--- src/rtl/gpio_pkg.sv ---
package gpio_pkg;
  localparam int NB = 5;
  localparam int BW [NB] = '{16, 27, 25, 27, 12};

  function automatic int bank_base(input int b);
    int s;
    s = 0;
    for (int i = 0; i < NB; i++) if (i < b) s += BW[i];
    return s;
  endfunction

  localparam int NPIN    = bank_base(NB);
  localparam int BANK_AW = $clog2(NB);
  localparam int REG_AW  = 3;
  localparam int ADDR_W  = BANK_AW + REG_AW;

  typedef enum logic [REG_AW-1:0] {
    REG_OUT  = 3'd0,
    REG_OE   = 3'd1,
    REG_IN   = 3'd2,
    REG_TRIG = 3'd3,
    REG_POL  = 3'd4,
    REG_IEN  = 3'd5,
    REG_CLR  = 3'd6,
    REG_STAT = 3'd7
  } reg_sel_e;
endpackage

--- src/rtl/gpio_sync.sv ---
module gpio_sync #(
  parameter int W = 16
) (
  input  logic         clk_i,
  input  logic         rst_ni,
  input  logic [W-1:0] pin_i,
  output logic [W-1:0] lvl_o,
  output logic [W-1:0] prv_o
);
  logic [W-1:0] meta_q, lvl_q, prv_q;

  always_ff @(posedge clk_i or negedge rst_ni) begin
    if (!rst_ni) begin
      meta_q <= '0;
      lvl_q  <= '0;
      prv_q  <= '0;
    end else begin
      meta_q <= pin_i;
      lvl_q  <= meta_q;
      prv_q  <= lvl_q;
    end
  end

  assign lvl_o = lvl_q;
  assign prv_o = prv_q;
endmodule

--- src/rtl/gpio_irq.sv ---
module gpio_irq #(
  parameter int W = 16
) (
  input  logic         clk_i,
  input  logic         rst_ni,
  input  logic [W-1:0] lvl_i,
  input  logic [W-1:0] prv_i,
  input  logic [W-1:0] trig_i,
  input  logic [W-1:0] pol_i,
  input  logic [W-1:0] clr_i,
  output logic [W-1:0] set_o,
  output logic [W-1:0] pend_o
);
  logic [W-1:0] pend_q;
  logic [W-1:0] hit;

  for (genvar i = 0; i < W; i++) begin : g_bit
    logic rise, fall, edge_hit, lvl_hit;
    assign rise     = lvl_i[i] & ~prv_i[i];
    assign fall     = ~lvl_i[i] & prv_i[i];
    assign edge_hit = pol_i[i] ? rise : fall;
    assign lvl_hit  = pol_i[i] ? lvl_i[i] : ~lvl_i[i];
    assign hit[i]   = trig_i[i] ? edge_hit : lvl_hit;
  end

  // a fresh event outranks a clear in the same cycle
  always_ff @(posedge clk_i or negedge rst_ni) begin
    if (!rst_ni) pend_q <= '0;
    else         pend_q <= (pend_q & ~clr_i) | hit;
  end

  assign set_o  = hit;
  assign pend_o = pend_q;
endmodule

--- src/rtl/gpio_bank.sv ---
module gpio_bank
  import gpio_pkg::*;
#(
  parameter int W  = 16,
  parameter int DW = 32
) (
  input  logic          clk_i,
  input  logic          rst_ni,
  input  logic          wr_i,
  input  reg_sel_e      sel_i,
  input  logic [DW-1:0] wdata_i,
  input  logic [W-1:0]  pin_i,
  output logic [W-1:0]  pin_o,
  output logic [W-1:0]  pin_oe_o,
  output logic [DW-1:0] rdata_o,
  output logic          irq_o,
  output logic [W-1:0]  stat_o,
  output logic [W-1:0]  set_o,
  output logic [W-1:0]  clr_o,
  output logic [W-1:0]  ien_o
);
  logic [W-1:0] out_q, oe_q, trig_q, pol_q, ien_q;
  logic [W-1:0] lvl, prv, pend, clr;
  logic [W-1:0] wd;

  assign wd = wdata_i[W-1:0];

  always_ff @(posedge clk_i or negedge rst_ni) begin
    if (!rst_ni) begin
      out_q  <= '0;
      oe_q   <= '0;
      trig_q <= '1;
      pol_q  <= '1;
      ien_q  <= '0;
    end else if (wr_i) begin
      case (sel_i)
        REG_OUT:  out_q  <= wd;
        REG_OE:   oe_q   <= wd;
        REG_TRIG: trig_q <= wd;
        REG_POL:  pol_q  <= wd;
        REG_IEN:  ien_q  <= wd;
        default:  ;
      endcase
    end
  end

  assign clr = (wr_i && sel_i == REG_CLR) ? wd : '0;

  gpio_sync #(.W(W)) u_sync (
    .clk_i (clk_i),
    .rst_ni(rst_ni),
    .pin_i (pin_i),
    .lvl_o (lvl),
    .prv_o (prv)
  );

  gpio_irq #(.W(W)) u_irq (
    .clk_i (clk_i),
    .rst_ni(rst_ni),
    .lvl_i (lvl),
    .prv_i (prv),
    .trig_i(trig_q),
    .pol_i (pol_q),
    .clr_i (clr),
    .set_o (set_o),
    .pend_o(pend)
  );

  always_comb begin
    rdata_o = '0;
    case (sel_i)
      REG_OUT:  rdata_o[W-1:0] = out_q;
      REG_OE:   rdata_o[W-1:0] = oe_q;
      REG_IN:   rdata_o[W-1:0] = lvl;
      REG_TRIG: rdata_o[W-1:0] = trig_q;
      REG_POL:  rdata_o[W-1:0] = pol_q;
      REG_IEN:  rdata_o[W-1:0] = ien_q;
      REG_STAT: rdata_o[W-1:0] = pend;
      default:  rdata_o = '0;
    endcase
  end

  assign pin_o    = out_q;
  assign pin_oe_o = oe_q;
  assign irq_o    = |(pend & ien_q);
  assign stat_o   = pend;
  assign clr_o    = clr;
  assign ien_o    = ien_q;
endmodule

--- src/rtl/gpio_ctrl.sv ---
module gpio_ctrl
  import gpio_pkg::*;
#(
  parameter int DW = 32
) (
  input  logic              clk_i,
  input  logic              rst_ni,
  input  logic [ADDR_W-1:0] addr_i,
  input  logic              we_i,
  input  logic [DW-1:0]     wdata_i,
  output logic [DW-1:0]     rdata_o,
  input  logic [NPIN-1:0]   pin_i,
  output logic [NPIN-1:0]   pin_o,
  output logic [NPIN-1:0]   pin_oe_o,
  output logic              irq_o
);
  logic [BANK_AW-1:0] bank_idx;
  reg_sel_e           reg_sel;
  logic [DW-1:0]      bank_rd  [NB];
  logic [NB-1:0]      bank_irq;
  logic [NPIN-1:0]    stat_all, set_all, clr_all, ien_all;

  assign bank_idx = addr_i[ADDR_W-1:REG_AW];
  assign reg_sel  = reg_sel_e'(addr_i[REG_AW-1:0]);

  for (genvar g = 0; g < NB; g++) begin : g_bank
    localparam int W = BW[g];
    localparam int B = bank_base(g);
    logic wr;
    assign wr = we_i && (int'(bank_idx) == g);

    gpio_bank #(.W(W), .DW(DW)) u_bank (
      .clk_i   (clk_i),
      .rst_ni  (rst_ni),
      .wr_i    (wr),
      .sel_i   (reg_sel),
      .wdata_i (wdata_i),
      .pin_i   (pin_i[B +: W]),
      .pin_o   (pin_o[B +: W]),
      .pin_oe_o(pin_oe_o[B +: W]),
      .rdata_o (bank_rd[g]),
      .irq_o   (bank_irq[g]),
      .stat_o  (stat_all[B +: W]),
      .set_o   (set_all[B +: W]),
      .clr_o   (clr_all[B +: W]),
      .ien_o   (ien_all[B +: W])
    );
  end

  always_comb begin
    rdata_o = '0;
    for (int i = 0; i < NB; i++)
      if (int'(bank_idx) == i) rdata_o = bank_rd[i];
  end

  assign irq_o = |bank_irq;
endmodule

--- config.mk ---
export PLATFORM = sky130hd
export DESIGN_NAME = gpio_ctrl
export DESIGN_NICKNAME = d
export VERILOG_FILES = /design/src/rtl/gpio_pkg.sv /design/src/rtl/gpio_sync.sv /design/src/rtl/gpio_irq.sv /design/src/rtl/gpio_bank.sv /design/src/rtl/gpio_ctrl.sv
export SDC_FILE = /design/constraint.sdc
export NUM_CORES = 1
export LEC_CHECK = 0
export BUFFER_PORTS_ARGS = -buffer_cell sky130_fd_sc_hd__buf_2
export CAP_MARGIN = 20
export CORE_ASPECT_RATIO = 0.75
export CORE_MARGIN = 2
export CORE_UTILIZATION = 54
export CTS_CLUSTER_DIAMETER = 60
export DETAILED_ROUTE_END_ITERATION = 8
export GPL_TIMING_DRIVEN = 1
export MAX_ROUTING_LAYER = met4
export PLACE_DENSITY_LB_ADDON = 0.25
export SYNTH_ARGS = -nofsm -noshare
export SYNTH_HDL_FRONTEND = slang
export SYNTH_HIERARCHICAL = 1
export SYNTH_SLANG_ARGS = --single-unit
--- constraint.sdc ---
create_clock -name clk_i -period 1.6 [get_ports clk_i]
set_input_delay 0.08 -clock clk_i [delete_from_list [all_inputs] [get_ports clk_i]]
set_output_delay 0.08 -clock clk_i [all_outputs]
set_load 0.03 [all_outputs]
* After elaboration in Yosys (flattened, before gate mapping) *
Index checks and enable logic that the tools add are counted.

operators by class
  reductions and logical operators = 38
  equal/unequal tests = 11
  mux-type cells = 336
  bitwise operators = 448

operators with widths
  kind                                    count
  27-bit one-hot mux with 7 select lines  2
  1-bit 2-to-1 mux                        321
  1-bit AND                               214
  1-bit NOT                               214
  25-bit one-hot mux with 7 select lines  1
  32-bit 2-to-1 mux                       4
  16-bit one-hot mux with 7 select lines  1
  27-bit AND                              4
  107-bit OR reduction                    1
  12-bit one-hot mux with 7 select lines  1
  27-bit 2-to-1 mux                       2
  27-bit NOT                              2
  27-bit OR                               2
  25-bit AND                              2
  2-bit AND reduction                     25
  16-bit AND                              2
  16-bit 2-to-1 mux                       2
  25-bit 2-to-1 mux                       1
  25-bit NOT                              1
  25-bit OR                               1
  12-bit AND                              2
  3-bit == test, second input constant    7
  16-bit NOT                              1
  16-bit OR                               1
  other kinds (7)                         19

storage, ports and cells
  bits in registers = 963
  input bits = 148

* Logic depth before layout (Yosys ltp) *
  word-level depth = 7
  mapped depth = 11
  depth with buffers taken out = 7

* Hierarchy *
The synthesis kept the hierarchy.

modules (own cells, without submodules)
  module                                   instances  cells an instance  area each (µm²)  seq. area each (µm²)
  gpio_bank (g_bank[1].u_bank ...)         2          532                6927.9           3445.8
  gpio_bank (g_bank[2].u_bank)             1          492                6421.2           3190.6
  gpio_bank (g_bank[0].u_bank)             1          347                4498.1           2042.0
  gpio_irq (g_bank[1].u_bank.u_irq ...)    2          216                2128.3           675.6
  gpio_sync (g_bank[1].u_bank.u_sync ...)  2          81                 2026.9           2026.9
  gpio_bank (g_bank[4].u_bank)             1          267                3443.3           1531.5
  gpio_irq (g_bank[2].u_bank.u_irq)        1          200                2135.8           625.6
  gpio_sync (g_bank[2].u_bank.u_sync)      1          75                 1876.8           1876.8
  gpio_irq (g_bank[0].u_bank.u_irq)        1          128                1373.8           400.4
  gpio_ctrl                                1          183                1358.8           0.0
  gpio_sync (g_bank[0].u_bank.u_sync)      1          48                 1201.2           1201.2
  gpio_irq (g_bank[4].u_bank.u_irq)        1          96                 960.9            300.3
  gpio_sync (g_bank[4].u_bank.u_sync)      1          36                 900.9            900.9

* Worst setup path after synthesis *
OpenSTA, ideal clock, no wires.

  path type = input -> register
  start point = in addr_i[3]
  end point = reg g_bank[2].u_bank.out_q[0]
  stages on the path = 7
  required time = 1.475 ns
  data arrival time = 2.440 ns
  slack = -0.965 ns
  setup time = 0.125 ns
  path through = buf_6 buf_4 buf_2 nor4b_1 nor4b_4 buf_2 mux2_2

on the way
  longest elaborated chain between the ends = 3

ends and longest elaborated chain
  item                           RTL line         RTL
  start, declared                gpio_ctrl.sv:8   input logic [ADDR_W-1:0] addr_i,
  3-bit == test                  gpio_ctrl.sv:30  assign wr = we_i && (int'(bank_idx) == g);
  1-bit logical AND              gpio_ctrl.sv:30
  via g_bank[2].wr               gpio_ctrl.sv:29  logic wr;
  2-bit AND reduction (no line)  n/a
  end signal, assigned           gpio_bank.sv:37  REG_OUT: out_q <= wd;
  end, declared                  gpio_bank.sv:22  logic [W-1:0] out_q, oe_q, trig_q, pol_q, ien_q;

The timed path passes the listed nets, and every way through them passes these cells.
A chain may end at the register's enable or synchronous reset.

==> flow_summary.html <==
<table>
<tr><th>Metric</th><th>Value</th></tr>
<tr><th colspan="2">Run status</th></tr>
<tr><td>Result of the run</td><td>finished with violations</td></tr>
<tr><td>Violated checks</td><td>setup timing</td></tr>
<tr><th colspan="2">Routing</th></tr>
<tr><td>Residual antenna-violating net count after detailed routing</td><td>0</td></tr>
<tr><td>Routed length per placed instance</td><td>approximately 27 microns</td></tr>
<tr><td>Violation count after the first detailed-routing iteration</td><td>between 3000 and 4000</td></tr>
<tr><td>Via Count</td><td>roughly 36000</td></tr>
<tr><td>Drt total wl</td><td>between 150000 and 200000 microns</td></tr>
<tr><td>Vias per Instance</td><td>5.93</td></tr>
<tr><td>Remaining DRCs</td><td>0</td></tr>
<tr><td>First drt pass iteration count</td><td>6</td></tr>
<tr><th colspan="2">Setup path</th></tr>
<tr><td>Crit-path slowest cell</td><td>sky130_fd_sc_hd__dfrtp_2</td></tr>
<tr><td>Buffers and inverters on the worst path</td><td>1</td></tr>
<tr><td>Largest delay contributor family on the critical path</td><td>compound AO/OA/AOI/OAI gates</td></tr>
<tr><td>Critical-path maximum fanout</td><td>2</td></tr>
<tr><td>Critical Path Sink Type</td><td>primary output</td></tr>
<tr><td>Largest incremental delay on the critical path</td><td>0.43 ns</td></tr>
<tr><td>Setup slack of the worst register-to-register path</td><td>0.44 ns</td></tr>
<tr><td>Number of cells on the worst reg-to-reg path</td><td>3</td></tr>
<tr><td>Crit Reg-Reg Startpoint</td><td>g_bank[3].u_bank/pol_q[1]$_DFFE_PN1P_</td></tr>
<tr><td>Ordered cell list for the critical path</td><td>mux2_2, a32oi_2, o211ai_1, mux2i_1, a2bb2oi_2, o22ai_4, buf_6</td></tr>
<tr><td>Endpoint arrival time on the critical path</td><td>about 2.7 ns</td></tr>
<tr><td>Crit Reg-Reg Endpoint</td><td>g_bank[3].u_bank/u_irq/pend_o[1]$_DFF_PN0_</td></tr>
<tr><td>Startpoint type of the worst setup path</td><td>flip-flop</td></tr>
<tr><td>Worst Setup Path Type</td><td>reg2out</td></tr>
<tr><td>Required time of the critical path</td><td>roughly 1.5 ns</td></tr>
<tr><th colspan="2">STA</th></tr>
<tr><td>RSZ-0062 raised after global routing</td><td>true</td></tr>
<tr><td>Highest clock rate</td><td>roughly 370 MHz</td></tr>
<tr><td>Worst Skew</td><td>0.0305 ns</td></tr>
<tr><td>Part of the cycle the worst path needs</td><td>171%</td></tr>
<tr><td>Slew Limit Fails</td><td>0</td></tr>
<tr><td>Min cycle time layout</td><td>around 2.7 ns</td></tr>
<tr><td>Transition at the pin with the smallest max-transition slack</td><td>1.29 ns</td></tr>
<tr><td>Endpoints failing setup</td><td>31</td></tr>
<tr><td>Relative max-transition margin</td><td>between 10% and 20%</td></tr>
<tr><td>Final Hold Vio Count</td><td>0</td></tr>
<tr><td>Final critical-path setup slack</td><td>-1.13 ns</td></tr>
<tr><th colspan="2">Pwr</th></tr>
<tr><td>Max VDD drop</td><td>1.01 mV</td></tr>
<tr><td>Power Density</td><td>1100 nW/um^2</td></tr>
<tr><td>Leakage</td><td>about 30 nW</td></tr>
<tr><td>Tot Pwr</td><td>69.1 mW</td></tr>
<tr><th colspan="2">GRT</th></tr>
<tr><td>First-pass GRT wire length</td><td>~240000 microns</td></tr>
<tr><td>Antenna violations before repair</td><td>9</td></tr>
<tr><td>Total track usage</td><td>a little under two fifths</td></tr>
<tr><td>Total congestion overflow</td><td>0</td></tr>
<tr><td>Maximum number of pins on one net before global-route repair</td><td>124</td></tr>
<tr><td>Number of global-route vias before repair</td><td>~37000</td></tr>
<tr><th colspan="2">Floorplanning</th></tr>
<tr><td>Chip Height</td><td>about 260 microns</td></tr>
<tr><td>Placeable core region</td><td>roughly 84000 sq um</td></tr>
<tr><td>Floorplan die width</td><td>339 microns</td></tr>
<tr><td>Standard-cell rows</td><td>a little over 90</td></tr>
<tr><td>Top-Level Pins</td><td>between 300 and 400</td></tr>
<tr><td>Area of the die</td><td>approximately 86000 sq um</td></tr>
<tr><td>Initial cell density of the core</td><td>a little over half</td></tr>
<tr><th colspan="2">Placement</th></tr>
<tr><td>Final Wtd Congestion</td><td>roughly 1</td></tr>
<tr><td>Number of cells after detailed placement</td><td>between 5000 and 6000</td></tr>
<tr><td>HPWL Detailed</td><td>approximately 110000 microns</td></tr>
<tr><td>Total of buffers placed on input and output ports</td><td>around 390</td></tr>
<tr><td>Worst slack after detailed placement</td><td>-1.17 ns</td></tr>
<tr><th colspan="2">Logic synthesis</th></tr>
<tr><td>Synthesis warning total</td><td>6</td></tr>
<tr><td>Mean post-synth cell area</td><td>between 10 and 15 sq um</td></tr>
<tr><td>Gate Count Post-Synth</td><td>3423</td></tr>
<tr><td>Post-synthesis instance area</td><td>between 40000 and 50000 sq um</td></tr>
<tr><th colspan="2">Cells and area</th></tr>
<tr><td>Layout overhead on the synthesized area</td><td>38.9%</td></tr>
<tr><td>Share of cells above drive strength 1</td><td>between 50 and 60%</td></tr>
<tr><td>Post-route non-filler standard cell count</td><td>6044</td></tr>
<tr><td># nets final</td><td>between 4000 and 5000</td></tr>
<tr><th colspan="2">Min path</th></tr>
<tr><td>Worst Hold Class</td><td>in2reg</td></tr>
<tr><td>Endpoint with the worst hold slack</td><td>g_bank[4].u_bank/u_sync/meta_q[5]$_DFF_PN0_</td></tr>
<tr><td>Min-Delay Path Depth</td><td>2</td></tr>
<tr><td>Worst Min Path Start</td><td>pin_i[100]</td></tr>
<tr><th colspan="2">Clock tree</th></tr>
<tr><td>Clock root buffer</td><td>sky130_fd_sc_hd__clkbuf_16</td></tr>
<tr><td>Clock tree from TritonCTS</td><td>done</td></tr>
<tr><td>Clock latency on the worst-skew pair</td><td>0.70 ns</td></tr>
<tr><td>CTS HTree Levels</td><td>3</td></tr>
<tr><td>Clk sinks</td><td>between 900 and 1000</td></tr>
<tr><td>Buffer levels on the longest clock path</td><td>3</td></tr>
<tr><td>Reg clk slew, reported paths</td><td>0.06 ns</td></tr>
<tr><td>Total CTS buffers</td><td>99</td></tr>
<tr><th colspan="2">Run</th></tr>
<tr><td>Max-Cap Viols</td><td>0</td></tr>
</table>
## layout by cell type, fill, tap and decap left out, types with 14 or more instances in the layout
cell type                         n
sky130_fd_sc_hd__buf_4          886
sky130_fd_sc_hd__dfrtp_1        744
sky130_fd_sc_hd__buf_2          352
sky130_fd_sc_hd__mux2_4         332
sky130_fd_sc_hd__mux2_2         279
sky130_fd_sc_hd__dfstp_2        214
sky130_fd_sc_hd__a22oi_1        151
sky130_fd_sc_hd__dlygate4sd3_1  132
sky130_fd_sc_hd__o221ai_2       119
sky130_fd_sc_hd__and2_1         114
sky130_fd_sc_hd__inv_1          112
sky130_fd_sc_hd__nand2b_1       111
sky130_fd_sc_hd__mux2i_1        108
sky130_fd_sc_hd__or2_1          108
sky130_fd_sc_hd__a21bo_1        107
sky130_fd_sc_hd__clkbuf_16      101
sky130_fd_sc_hd__buf_12          76
sky130_fd_sc_hd__nor2b_1         69
sky130_fd_sc_hd__conb_1          53
sky130_fd_sc_hd__nand2_1         47
sky130_fd_sc_hd__nor2_1          46
sky130_fd_sc_hd__and2b_1         45
sky130_fd_sc_hd__a22o_1          40
sky130_fd_sc_hd__buf_6           33
sky130_fd_sc_hd__nand3_1         31
sky130_fd_sc_hd__a22oi_2         28
sky130_fd_sc_hd__clkbuf_8        25
sky130_fd_sc_hd__nand3_2         22
sky130_fd_sc_hd__a21oi_1         21
sky130_fd_sc_hd__clkbuf_1        20
sky130_fd_sc_hd__clkinv_2        19
sky130_fd_sc_hd__a32oi_1         14
sky130_fd_sc_hd__nor2_4          14
sky130_fd_sc_hd__a31oi_4         14
sky130_fd_sc_hd__nand2_4         14
sky130_fd_sc_hd__mux2i_4         14
## per-stage QoR
step / setup TNS (ns) / utilization, % / hold WS, ns / area (sq um)
2_1_floorplan: -66.30 / - / -0.216 / 47000
3_3_place_gp: -195.05 / 67.7 / -0.0525 / 56600
3_5_place_dp: -205.31 / 67.7 / -0.0485 / 56600
4_1_cts: -25.55 / 74.8 / 0.000778 / 62600
5_1_grt: -26.48 / 75.4 / 0.0214 / 63100
6_report: -25.26 / 75.4 / 0.0228 / 63100
## worst max path at each step
stage | startpoint | endpoint | slack [ns] | depth (start not counted)
6_report | g_bank[4].u_bank/u_sync/lvl_o[3]$_DFF_PN0_ | rdata_o[3] | -1.13 | 7
5_1_grt | g_bank[1].u_bank/ien_o[4]$_DFFE_PN0P_ | irq_o | -1.17 | 8
4_1_cts | g_bank[4].u_bank/u_sync/lvl_o[3]$_DFF_PN0_ | rdata_o[3] | -1.16 | 8
3_5_place_dp | addr_i[2] | rdata_o[3] | -1.17 | 11
3_3_place_gp | addr_i[0] | rdata_o[3] | -1.13 | 12
2_1_floorplan | addr_i[3] | g_bank[1].u_bank/pin_o[0]$_DFFE_PN0P_ | -0.36 | 7
## report_power, final
group	internal [mW]	total (mW)	switching [mW]
logic	7.38	15.3	7.92
registers	27.1	29.0	1.89
clock network	14.5	24.8	10.3
total	49.0	69.1	20.1
## per-layer routing
metal	GRT usage, %	vias to the layer above	wire, microns
li1	-	15200	-
met1	50.7	18400	66700
met2	56.4	1795	72400
met3	9.40	393	15600
met4	15.8	0	6850
met5	-	-	0
## worst reg2reg max path, stage by stage, from the launching register on
cell and delay [ns]:
sky130_fd_sc_hd__dfstp_2 0.57, sky130_fd_sc_hd__buf_4 0.12, sky130_fd_sc_hd__a21bo_1 0.20, sky130_fd_sc_hd__o221ai_2 0.17
## final cells by class
class                   count  area, sq um
diodes                      4         10.0
clock buffers             144         2920
clock inverters            44          558
fillers                  5116        20600
inverters                 113          424
multi-input cells        2165        21700
flip-flops and latches    963        24400
well taps                1128         1410
repair buffers           1483        11700
## timing repair
| item | CTS | global route |
|---|---|---|
| pin swaps | 50 | 53 |
| gates cloned | 1 | 0 |
| endpoints found under the setup margin | 31 | 31 |
| resized for setup | 229 | 88 |
| hold endpoints to repair | 1170 | 0 |
| hold buffers | 132 | 0 |
| buffers inserted | 18 | 13 |
(Power assumes the default switching activity.)
